## src/rtl/rxr_pkg.sv

```systemverilog
package rxr_pkg;
  typedef enum logic [1:0] {RX_IDLE, RX_BODY, RX_FLUSH, RX_COMMIT} rx_state_e;
  localparam int          HDR_BYTES = 4;
  localparam int          PTR_BIAS  = 16;
  localparam logic [15:0] LEN_BUSY  = 16'hFFF0;
endpackage

```

## src/rtl/rxr_host_ptr.sv

```systemverilog
module rxr_host_ptr #(
  parameter int OFF_W = 16
) (
  input  logic             clk,
  input  logic             rst,
  input  logic             wr,
  input  logic [OFF_W-1:0] wdata,
  input  logic [OFF_W-1:0] mask,
  output logic [OFF_W-1:0] reg_q,
  output logic [OFF_W-1:0] rd_off,
  output logic [OFF_W-1:0] rd_off_nxt
);
  localparam logic [OFF_W-1:0] BIAS    = OFF_W'(rxr_pkg::PTR_BIAS);
  localparam logic [OFF_W-1:0] RST_VAL = OFF_W'(0) - BIAS;

  always_ff @(posedge clk) begin
    if (rst)     reg_q <= RST_VAL;
    else if (wr) reg_q <= wdata;
  end

  assign rd_off     = (reg_q + BIAS) & mask;
  assign rd_off_nxt = ((wr ? wdata : reg_q) + BIAS) & mask;
endmodule

```

## src/rtl/rxr_space.sv

```systemverilog
module rxr_space #(
  parameter int OFF_W = 16,
  parameter int LEN_W = 16
) (
  input  logic [OFF_W-1:0] wptr,
  input  logic [OFF_W-1:0] rd_off,
  input  logic [OFF_W-1:0] mask,
  input  logic [LEN_W-1:0] cnt,
  output logic             byte_fits,
  output logic             frame_fits,
  output logic [OFF_W-1:0] adv
);
  localparam int EW = ((OFF_W > LEN_W) ? OFF_W : LEN_W) + 2;

  logic [EW-1:0] used, ring, pos, tot;

  assign used       = EW'((wptr - rd_off) & mask);
  assign ring       = EW'(mask) + EW'(1);
  assign pos        = EW'(cnt) + EW'(rxr_pkg::HDR_BYTES);
  assign tot        = (pos + EW'(3)) & ~EW'(3);
  assign byte_fits  = (used + pos) < ring;
  assign frame_fits = (used + tot) < ring;
  assign adv        = tot[OFF_W-1:0] & mask;
endmodule

```

## src/rtl/rxr_lane_fmt.sv

```systemverilog
module rxr_lane_fmt #(
  parameter int OFF_W = 16
) (
  input  logic [OFF_W-1:0] off,
  input  logic [7:0]       data,
  output logic [OFF_W-3:0] waddr,
  output logic [3:0]       be,
  output logic [31:0]      wdata
);
  assign waddr = off[OFF_W-1:2];

  generate
    for (genvar g = 0; g < 4; g++) begin : g_lane
      assign be[g]           = (off[1:0] == 2'(g));
      assign wdata[8*g +: 8] = data;
    end
  endgenerate
endmodule

```

## src/rtl/rx_ring_writer.sv

```systemverilog
module rx_ring_writer #(
  parameter int  MIN_LOG = 13,
  parameter int  SEL_W   = 2,
  parameter int  FLAG_W  = 5,
  localparam int OFF_W   = MIN_LOG + (1 << SEL_W) - 1,
  localparam int LEN_W   = 16
) (
  input  logic              clk,
  input  logic              rst,
  input  logic [SEL_W-1:0]  ring_sel,
  input  logic              in_valid,
  input  logic [7:0]        in_data,
  input  logic              in_last,
  input  logic [FLAG_W-1:0] in_flags,
  input  logic              rdp_wr,
  input  logic [OFF_W-1:0]  rdp_wdata,
  output logic [OFF_W-1:0]  rdp_q,
  output logic              buf_empty,
  output logic              mem_we,
  output logic [OFF_W-3:0]  mem_addr,
  output logic [3:0]        mem_be,
  output logic [31:0]       mem_wdata,
  output logic              evt_rx_ok,
  output logic              evt_rx_err,
  output logic              evt_ovf
);
  import rxr_pkg::*;

  rx_state_e         st;
  logic [OFF_W:0]    ring_sz;
  logic [OFF_W-1:0]  ring_mask, wptr, wptr_nxt, rd_off, rd_off_nxt;
  logic [OFF_W-1:0]  pay_off, adv, pend_off;
  logic [LEN_W-1:0]  cnt;
  logic [7:0]        pend_byte;
  logic              pend_ok, byte_fits, frame_fits;
  logic [FLAG_W-1:0] flags_q;
  logic [OFF_W-3:0]  b_addr;
  logic [3:0]        b_be;
  logic [31:0]       b_data;
  logic [15:0]       status_w;

  assign ring_sz   = (OFF_W+1)'(1) << (MIN_LOG + int'(ring_sel));
  assign ring_mask = OFF_W'(ring_sz - (OFF_W+1)'(1));
  assign pay_off   = (wptr + OFF_W'(HDR_BYTES) + OFF_W'(cnt)) & ring_mask;
  assign status_w  = {{(15-FLAG_W){1'b0}}, flags_q, (flags_q == '0)};
  assign wptr_nxt  = (st == RX_COMMIT && frame_fits) ? ((wptr + adv) & ring_mask) : wptr;

  rxr_host_ptr #(.OFF_W(OFF_W)) u_hptr (
    .clk(clk), .rst(rst), .wr(rdp_wr), .wdata(rdp_wdata), .mask(ring_mask),
    .reg_q(rdp_q), .rd_off(rd_off), .rd_off_nxt(rd_off_nxt)
  );

  rxr_space #(.OFF_W(OFF_W), .LEN_W(LEN_W)) u_space (
    .wptr(wptr), .rd_off(rd_off), .mask(ring_mask), .cnt(cnt),
    .byte_fits(byte_fits), .frame_fits(frame_fits), .adv(adv)
  );

  rxr_lane_fmt #(.OFF_W(OFF_W)) u_fmt (
    .off(pend_off), .data(pend_byte), .waddr(b_addr), .be(b_be), .wdata(b_data)
  );

  always_ff @(posedge clk) begin
    if (rst) begin
      st         <= RX_IDLE;
      wptr       <= '0;
      cnt        <= '0;
      pend_byte  <= '0;
      pend_off   <= '0;
      pend_ok    <= 1'b0;
      flags_q    <= '0;
      mem_we     <= 1'b0;
      mem_addr   <= '0;
      mem_be     <= '0;
      mem_wdata  <= '0;
      evt_rx_ok  <= 1'b0;
      evt_rx_err <= 1'b0;
      evt_ovf    <= 1'b0;
      buf_empty  <= 1'b1;
    end else begin
      mem_we     <= 1'b0;
      evt_rx_ok  <= 1'b0;
      evt_rx_err <= 1'b0;
      evt_ovf    <= 1'b0;
      wptr       <= wptr_nxt;
      buf_empty  <= (rd_off_nxt == wptr_nxt);
      unique case (st)
        RX_IDLE, RX_BODY: begin
          if (in_valid) begin
            if (st == RX_IDLE) begin
              // reserve the header slot with the busy length marker
              mem_we    <= 1'b1;
              mem_addr  <= wptr[OFF_W-1:2];
              mem_be    <= 4'b1100;
              mem_wdata <= {LEN_BUSY, 16'h0000};
            end else begin
              mem_we    <= pend_ok;
              mem_addr  <= b_addr;
              mem_be    <= b_be;
              mem_wdata <= b_data;
            end
            pend_byte <= in_data;
            pend_off  <= pay_off;
            pend_ok   <= byte_fits;
            cnt       <= cnt + 1'b1;
            if (in_last) begin
              flags_q <= in_flags;
              st      <= RX_FLUSH;
            end else begin
              st      <= RX_BODY;
            end
          end
        end
        RX_FLUSH: begin
          mem_we    <= pend_ok;
          mem_addr  <= b_addr;
          mem_be    <= b_be;
          mem_wdata <= b_data;
          st        <= RX_COMMIT;
        end
        RX_COMMIT: begin
          if (frame_fits) begin
            mem_we     <= 1'b1;
            mem_addr   <= wptr[OFF_W-1:2];
            mem_be     <= 4'b1111;
            mem_wdata  <= {cnt, status_w};
            evt_rx_ok  <= (flags_q == '0);
            evt_rx_err <= (flags_q != '0);
          end else begin
            evt_ovf    <= 1'b1;
          end
          cnt <= '0;
          st  <= RX_IDLE;
        end
        default: st <= RX_IDLE;
      endcase
    end
  end
endmodule

```

## config.mk

```make
export PLATFORM = sky130hd
export DESIGN_NAME = rx_ring_writer
export DESIGN_NICKNAME = d
export VERILOG_FILES = /design/src/rtl/rxr_pkg.sv /design/src/rtl/rxr_host_ptr.sv /design/src/rtl/rxr_space.sv /design/src/rtl/rxr_lane_fmt.sv /design/src/rtl/rx_ring_writer.sv
export SDC_FILE = /design/constraint.sdc
export NUM_CORES = 1
export LEC_CHECK = 0
export BUFFER_PORTS_ARGS = -buffer_cell sky130_fd_sc_hd__clkbuf_2
export CORE_MARGIN = 2
export CORE_UTILIZATION = 40
export CTS_BUF_LIST = sky130_fd_sc_hd__clkbuf_2
export DETAILED_ROUTE_END_ITERATION = 6
export PLACE_DENSITY_LB_ADDON = 0.1
export SLEW_MARGIN = 20
export SYNTH_ARGS = -nofsm -noshare
export SYNTH_HDL_FRONTEND = slang
export SYNTH_SLANG_ARGS = --single-unit
```

## constraint.sdc

```tcl
create_clock -name clk -period 16.8 [get_ports clk]
set_input_delay 3.36 -clock clk [delete_from_list [all_inputs] [get_ports clk]]
set_output_delay 3.36 -clock clk [all_outputs]
set_load 0.02 [all_outputs]
```

=== Word-level counts from Yosys, hierarchy flattened ===
Index checks and enable logic that the tools add are counted.

* Register bits: 135
* Bits of input ports: 36
* Output and inout port bits: 71

* Add/subtract/negate cells: 14
* $lt $le $gt $ge: 2
* Eq/ne operators: 9
* Shift-type cells: 1
* Mux-type cells: 24
* Bitwise operators: 8
* Reduce and logical (&&, ||, !) cells: 13

{| class="wikitable"
|+ Operator list
! operator !! number
|-
| $mux 32 || 3
|-
| $pmux 32 s3 || 1
|-
| $and 16x16->16 || 5
|-
| $mux 16 || 3
|-
| $mux 14 || 3
|-
| $pmux 14 s3 || 1
|-
| $add 18x18->18 || 2
|-
| $lt 18x18->1 || 2
|-
| $add 16x16->16 || 2
|-
| $add 16x5->16 const B || 2
|-
| $pmux 16 s2 || 1
|-
| $add 18x2->18 const B || 1
|-
| $and 18x16->18 || 1
|-
| $add 16x1->17 const B || 1
|-
| $add 16x3->17 const B || 1
|-
| $sub 16x16->17 || 1
|-
| $add 16x1->16 const B || 1
|-
| $add 16x3->16 const B || 1
|-
| $eq 16x16->1 || 1
|-
| $shl 1x5->16 const A || 1
|-
| $sub 16x1->16 const B || 1
|-
| $mux 4 || 3
|-
| $pmux 4 s3 || 1
|-
| $eq 2x2->1 const B || 4
|-
| 17 further kinds || 28
|}

=== Logic depth before layout (Yosys ltp) ===
* Depth after elaboration: 11
* Depth in mapped cells: 34

=== Cells and area by module ===
From an unflattened synthesis, not the netlist that was laid out.

* Cell total of the unflattened synthesis: 1622
* Area total of the unflattened synthesis: 12460.7 µm²

{| class="wikitable"
|+ Modules (own cells, without submodules)
! module !! times used !! cells each !! area an instance (µm²) !! sequential area each (µm²)
|-
| rx_ring_writer || 1 || 887 || 7009.2 || 2382.3
|-
| rxr_space || 1 || 533 || 3831.2 || 0.0
|-
| rxr_host_ptr || 1 || 152 || 1248.7 || 320.3
|-
| rxr_lane_fmt || 1 || 50 || 371.6 || 0.0
|}

=== Worst setup path after synthesis ===
OpenSTA, ideal clock, no wires.

* Path kind: input port to flip-flop
* Start: input port ring_sel[1]
* End: register buf_empty
* Setup time: 116 ps
* Data arrival time: 7522 ps
* Data required time: 16684 ps
* Setup slack: 9162 ps
* Cell stages on the path: 23
* Buffers on the path: 2
* Cells stage by stage: clkbuf_1 nor2_1 inv_1 nand2_1 ha_1 xor2_1 nor2_1 ha_1 a21o_1 a21oi_1 xnor2_1 ha_1 a211oi_1 o21ai_0 a2111oi_0 o21ai_0 a21oi_1 o2111ai_2 buf_6 a31oi_1 nor2_1 or4_1 a41o_1

* Longest elaborated chain between the ends: 11
* Elaborated cells between the ends (all ways): 16
* Classes of those cells: add/sub: 6; order compare: 1; eq/ne: 1; shift: 1; mux: 1; bitwise: 5; reduce/logical: 1

{| class="wikitable"
|+ RTL lines
! item !! RTL line !! text
|-
| from (decl) || rx_ring_writer.sv:10 || <nowiki>input logic [SEL_W-1:0] ring_sel,</nowiki>
|-
| $add 4x2->5 * || rx_ring_writer.sv:42 || <nowiki>assign ring_sz = (OFF_W+1)'(1) << (MIN_LOG + int'(ring_sel));</nowiki>
|-
| $shl 1x5->16 * || rx_ring_writer.sv:42 ||
|-
| $sub 16x1->16 * || rx_ring_writer.sv:43 || <nowiki>assign ring_mask = OFF_W'(ring_sz - (OFF_W+1)'(1));</nowiki>
|-
| $and 16x16->16 || rxr_host_ptr.sv:21 || <nowiki>assign rd_off = (reg_q + BIAS) & mask;</nowiki>
|-
| $sub 16x16->17 || rxr_space.sv:17 || <nowiki>assign used = EW'((wptr - rd_off) & mask);</nowiki>
|-
| $and 18x16->18 || rxr_space.sv:17 ||
|-
| $add 18x18->18 || rxr_space.sv:22 || <nowiki>assign frame_fits = (used + tot) < ring;</nowiki>
|-
| $lt 18x18->1 || rxr_space.sv:22 ||
|-
| $logic_and 1x1->1 || rx_ring_writer.sv:46 || <nowiki>assign wptr_nxt = (st == RX_COMMIT && frame_fits) ? ((wptr + adv) & ring_mask) : wptr;</nowiki>
|-
| $mux 16 || rx_ring_writer.sv:46 ||
|-
| $eq 16x16->1 * || rx_ring_writer.sv:85 || <nowiki>buf_empty <= (rd_off_nxt == wptr_nxt);</nowiki>
|-
| to (signal assigned) || rx_ring_writer.sv:85 ||
|-
| to (decl) || rx_ring_writer.sv:18 || <nowiki>output logic buf_empty,</nowiki>
|}

Mark *: on every way between the ends. The rest lies on a longest branch, timed or not.
A chain may end at the register's enable or synchronous reset.

=== Worst setup path after layout ===
Ends and elaborated chain as after synthesis.

==> results.yml <==
critical_path:
  crit_family: "compound AO/OA/AOI/OAI gates"
  crit_chain: "clkbuf_2, nor2_1, inv_1, nand2_1, ha_1, xor2_1, nor2_1, ha_1, o41ai_1, xnor2_1, ha_1, a211oi_1, o21ai_0, a2111oi_0, o21ai_0, a21oi_1, o2111ai_2, buf_4, a2111oi_0, o221ai_1, nor4_1, a41o_1"
  crit_required_ns: 17.43
  crit_path_max_fanout: 27
  r2r.worst_path.cells: 30
  critical-path-max-stage-delay_ns: 0.58
  cp-end-kind: "flop"
  crit_top_cell: "ha_1"
  cp_num_buf_inv: 3
  arrival_ns: 8.42
  critPathLaunchType: "input port"
  critPathKind: "in -> reg"
  slowest_stage: "o41ai_1"
  cp.depth: 22
clock_network:
  hold_buffers: 0
  cts_resized: 0
  clock_tree.root_cell: "clkbuf_2"
  clock_path_buffers: 2
  cts_tree: "built"
  cts_setup_buffers: 0
  clk_pin_slew_ns: 0.24
  clock-sinks: 133
  worstSkewPairLatency_ns: 0.73
  h-tree-depth: 4
  numCtsBuffers: 17
grt:
  grt_overflow: 0
  use_met3_pct: 2.81
  grt_max_degree: 79
  track_usage_pct: 23.6
  grt_pass1_wl_mm: 53.3
  grt_util_met2_pct: 38.5
  antenna_found_initial: 1
  first_global_vias: 9653
  use_met1_pct: 32.8
  top_usage_layer: "met2"
job:
  maxCapViolations: 0
synth:
  synth_compound_area_share_pct: 19.9
  ys_ff_latch: 133
  syn_inst: 1409
  ys_warn_count: 0
  synthSimpleGateAreaFrac_pct: 22.5
  synth-edff-count: 0
  syn_avg_cell_area_sq_um: 7.82
  synthArstFlopShare_pct: 0
  syn_area_sq_mm: 0.0110
  synth_mux_area_share_pct: 2.62
  ys.flop_type: "dfxtp_1"
  ys_seq_area_share_pct: 24.2
  synth_xor_area_share_pct: 11.1
  synth_top_family_by_area: "simple AND/OR/NAND/NOR gates"
  ys_types: 82
  yosys.area_share.adder_pct: 15.2
floorplanning:
  io_pins: 107
  die_h_um: 170
  core_sq_mm: 0.0270
  start_util_pct: 40.8
  die_x_um: 170
  rows: 60
  dieArea_sq_mm: 0.0289
cells_and_area:
  utilization_pct: 44.6
  final_cell_mix: "nand2_1 (181), dfxtp_1 (133), nor2_1 (132)"
  area_growth_pct: 9.45
  drive_above_1_share_pct: 11.8
  fillers: 2869
  num-nets-final: 1658
  layout_commonest_cell: "nand2_1"
  final_cell_area_sq_mm: 0.0121
power_and_ir_drop:
  p_leak_uw: 0.00561
  ir_drop_mv: 0.0483
  pwr_density_cell_mw_per_mm2: 64.9
  power_uw: 783
timing:
  final_hold_viol_count: 0
  rsz0062_at_grt: "no"
  timing.final.crit_share_pct: 46.4
  finalSetupTns_ns: 0
  fin_skew_ns: 0.0693
  fmax_ghz: 0.128
  slew_headroom_pct: 31.8
  slew_viol_final: 0
  setup-violations-final: 0
  fin_crit_ns: 7.79
  worst_pin_slew_ns: 1.02
route:
  wl_mm: 33.8
  viasPerCell: 5.53
  drt_iter0_markers: 668
  first_pass_iters: 5
  route.detailed.drc: 0
  ant_nets: 0
  vias: 10200
  avgRoutedWirePerCell_um: 18.3
place:
  placed_area_sq_mm: 0.0118
  gp_congestion: 0.910
  io_buffers: 106
  dp.final_hpwl_mm: 26.1
min_path:
  hold_path_depth: 2
  hp-class: "reg -> reg"
status:
  status: "finished clean"
## cells by family after synthesis
logic type | after synthesis
AO/OA/AOI/OAI | 332
XOR/XNOR | 137
adder cells (fa/ha/maj) | 131
buffers and inverters | 121
flip-flops | 133
multiplexers | 27
other | 1
AND/OR/NAND/NOR | 527
## routing by layer
metal,wire (um),part of all wire [%]
met1,16500,49
met2,15300,45
met3,1330,3.9
met4,762,2.3
met5,0,0
## power breakdown
group          switching [uW]  total, uW  internal, uW
clock network             147        205          58.0
logic                     143        232          88.4
registers                15.1        346           331
total                     306        783           478
## flip-flops by register name, summed over array words and instances (netlist names)
signal / flops
cnt: 16
wptr: 16
st: 2
flags_q: 5
mem_be: 4
pend_ok: 1
mem_wdata: 30
mem_we: 1
evt_rx_ok: 1
evt_ovf: 1
evt_rx_err: 1
pend_off: 16
mem_addr: 14
pend_byte: 8
u_hptr.reg_q: 16
buf_empty: 1
## per-stage QoR
step / hold WS, ns / worst slack [ns] / cells
after floorplan: 0.432 / 9.16 / 1425
after global placement: 0.441 / 8.37 / 1813
after detailed placement: 0.444 / 8.29 / 1813
after CTS: 0.470 / 9.05 / 1845
after global routing: 0.477 / 8.39 / 1846
final: 0.467 / 9.01 / 1846
## worst min-delay path: cells and delay by family (launching register included)
| family | cells | cell delay [ns] |
|---|---|---|
| DFF | 1 | 0.36 |
| and+or+nand+nor | 1 | 0.05 |
| AOI/OAI and AO/OA | 1 | 0.05 |
## cell type report
cell class	instances	area (sq um)	share of cell area, %
multi-input cells	1171	7940	65.8
flip-flops and latches	133	2660	22.1
repair buffers	117	616	5.10
well taps	341	427	3.54
inverters	51	191	1.59
clock inverters	14	139	1.15
clock buffers	18	90.1	0.747
diodes	1	2.50	0.0207
## synth_stat cells, drive strengths merged (7+ instances only)
master  count  area, sq um
mux2i      22          233
o21a       12         90.1
nor3       40          211
nand2     181          679
a22oi       8         60.1
and3       15         93.8
a21oi     113          566
ha        126         1580
nand2b     11         68.8
a311oi     14          123
clkbuf     50          191
a31oi       8         65.1
or3         8         50.1
o21ai      58          294
xor2       52          455
a221oi     12          105
o211ai     17          128
a211oi     11         82.6
a21o       32          240
inv        51          191
nor2      133          507
xnor2      84          743
buf        20          114
and2       14         87.6
nor2b      25          156
nand4      13         96.3
dfxtp     133         2660
nand3      59          313
nor4        7         50.1
## worst paths after layout
kind                               startpoint            end  slack, ns
worst max-delay path              ring_sel[1]      buf_empty       9.01
worst min-delay path            mem_wdata[11]  mem_wdata[11]       0.47
worst max register to register        wptr[0]      buf_empty       9.49
worst min register to register  mem_wdata[11]  mem_wdata[11]       0.47
(Power assumes the default switching activity.)
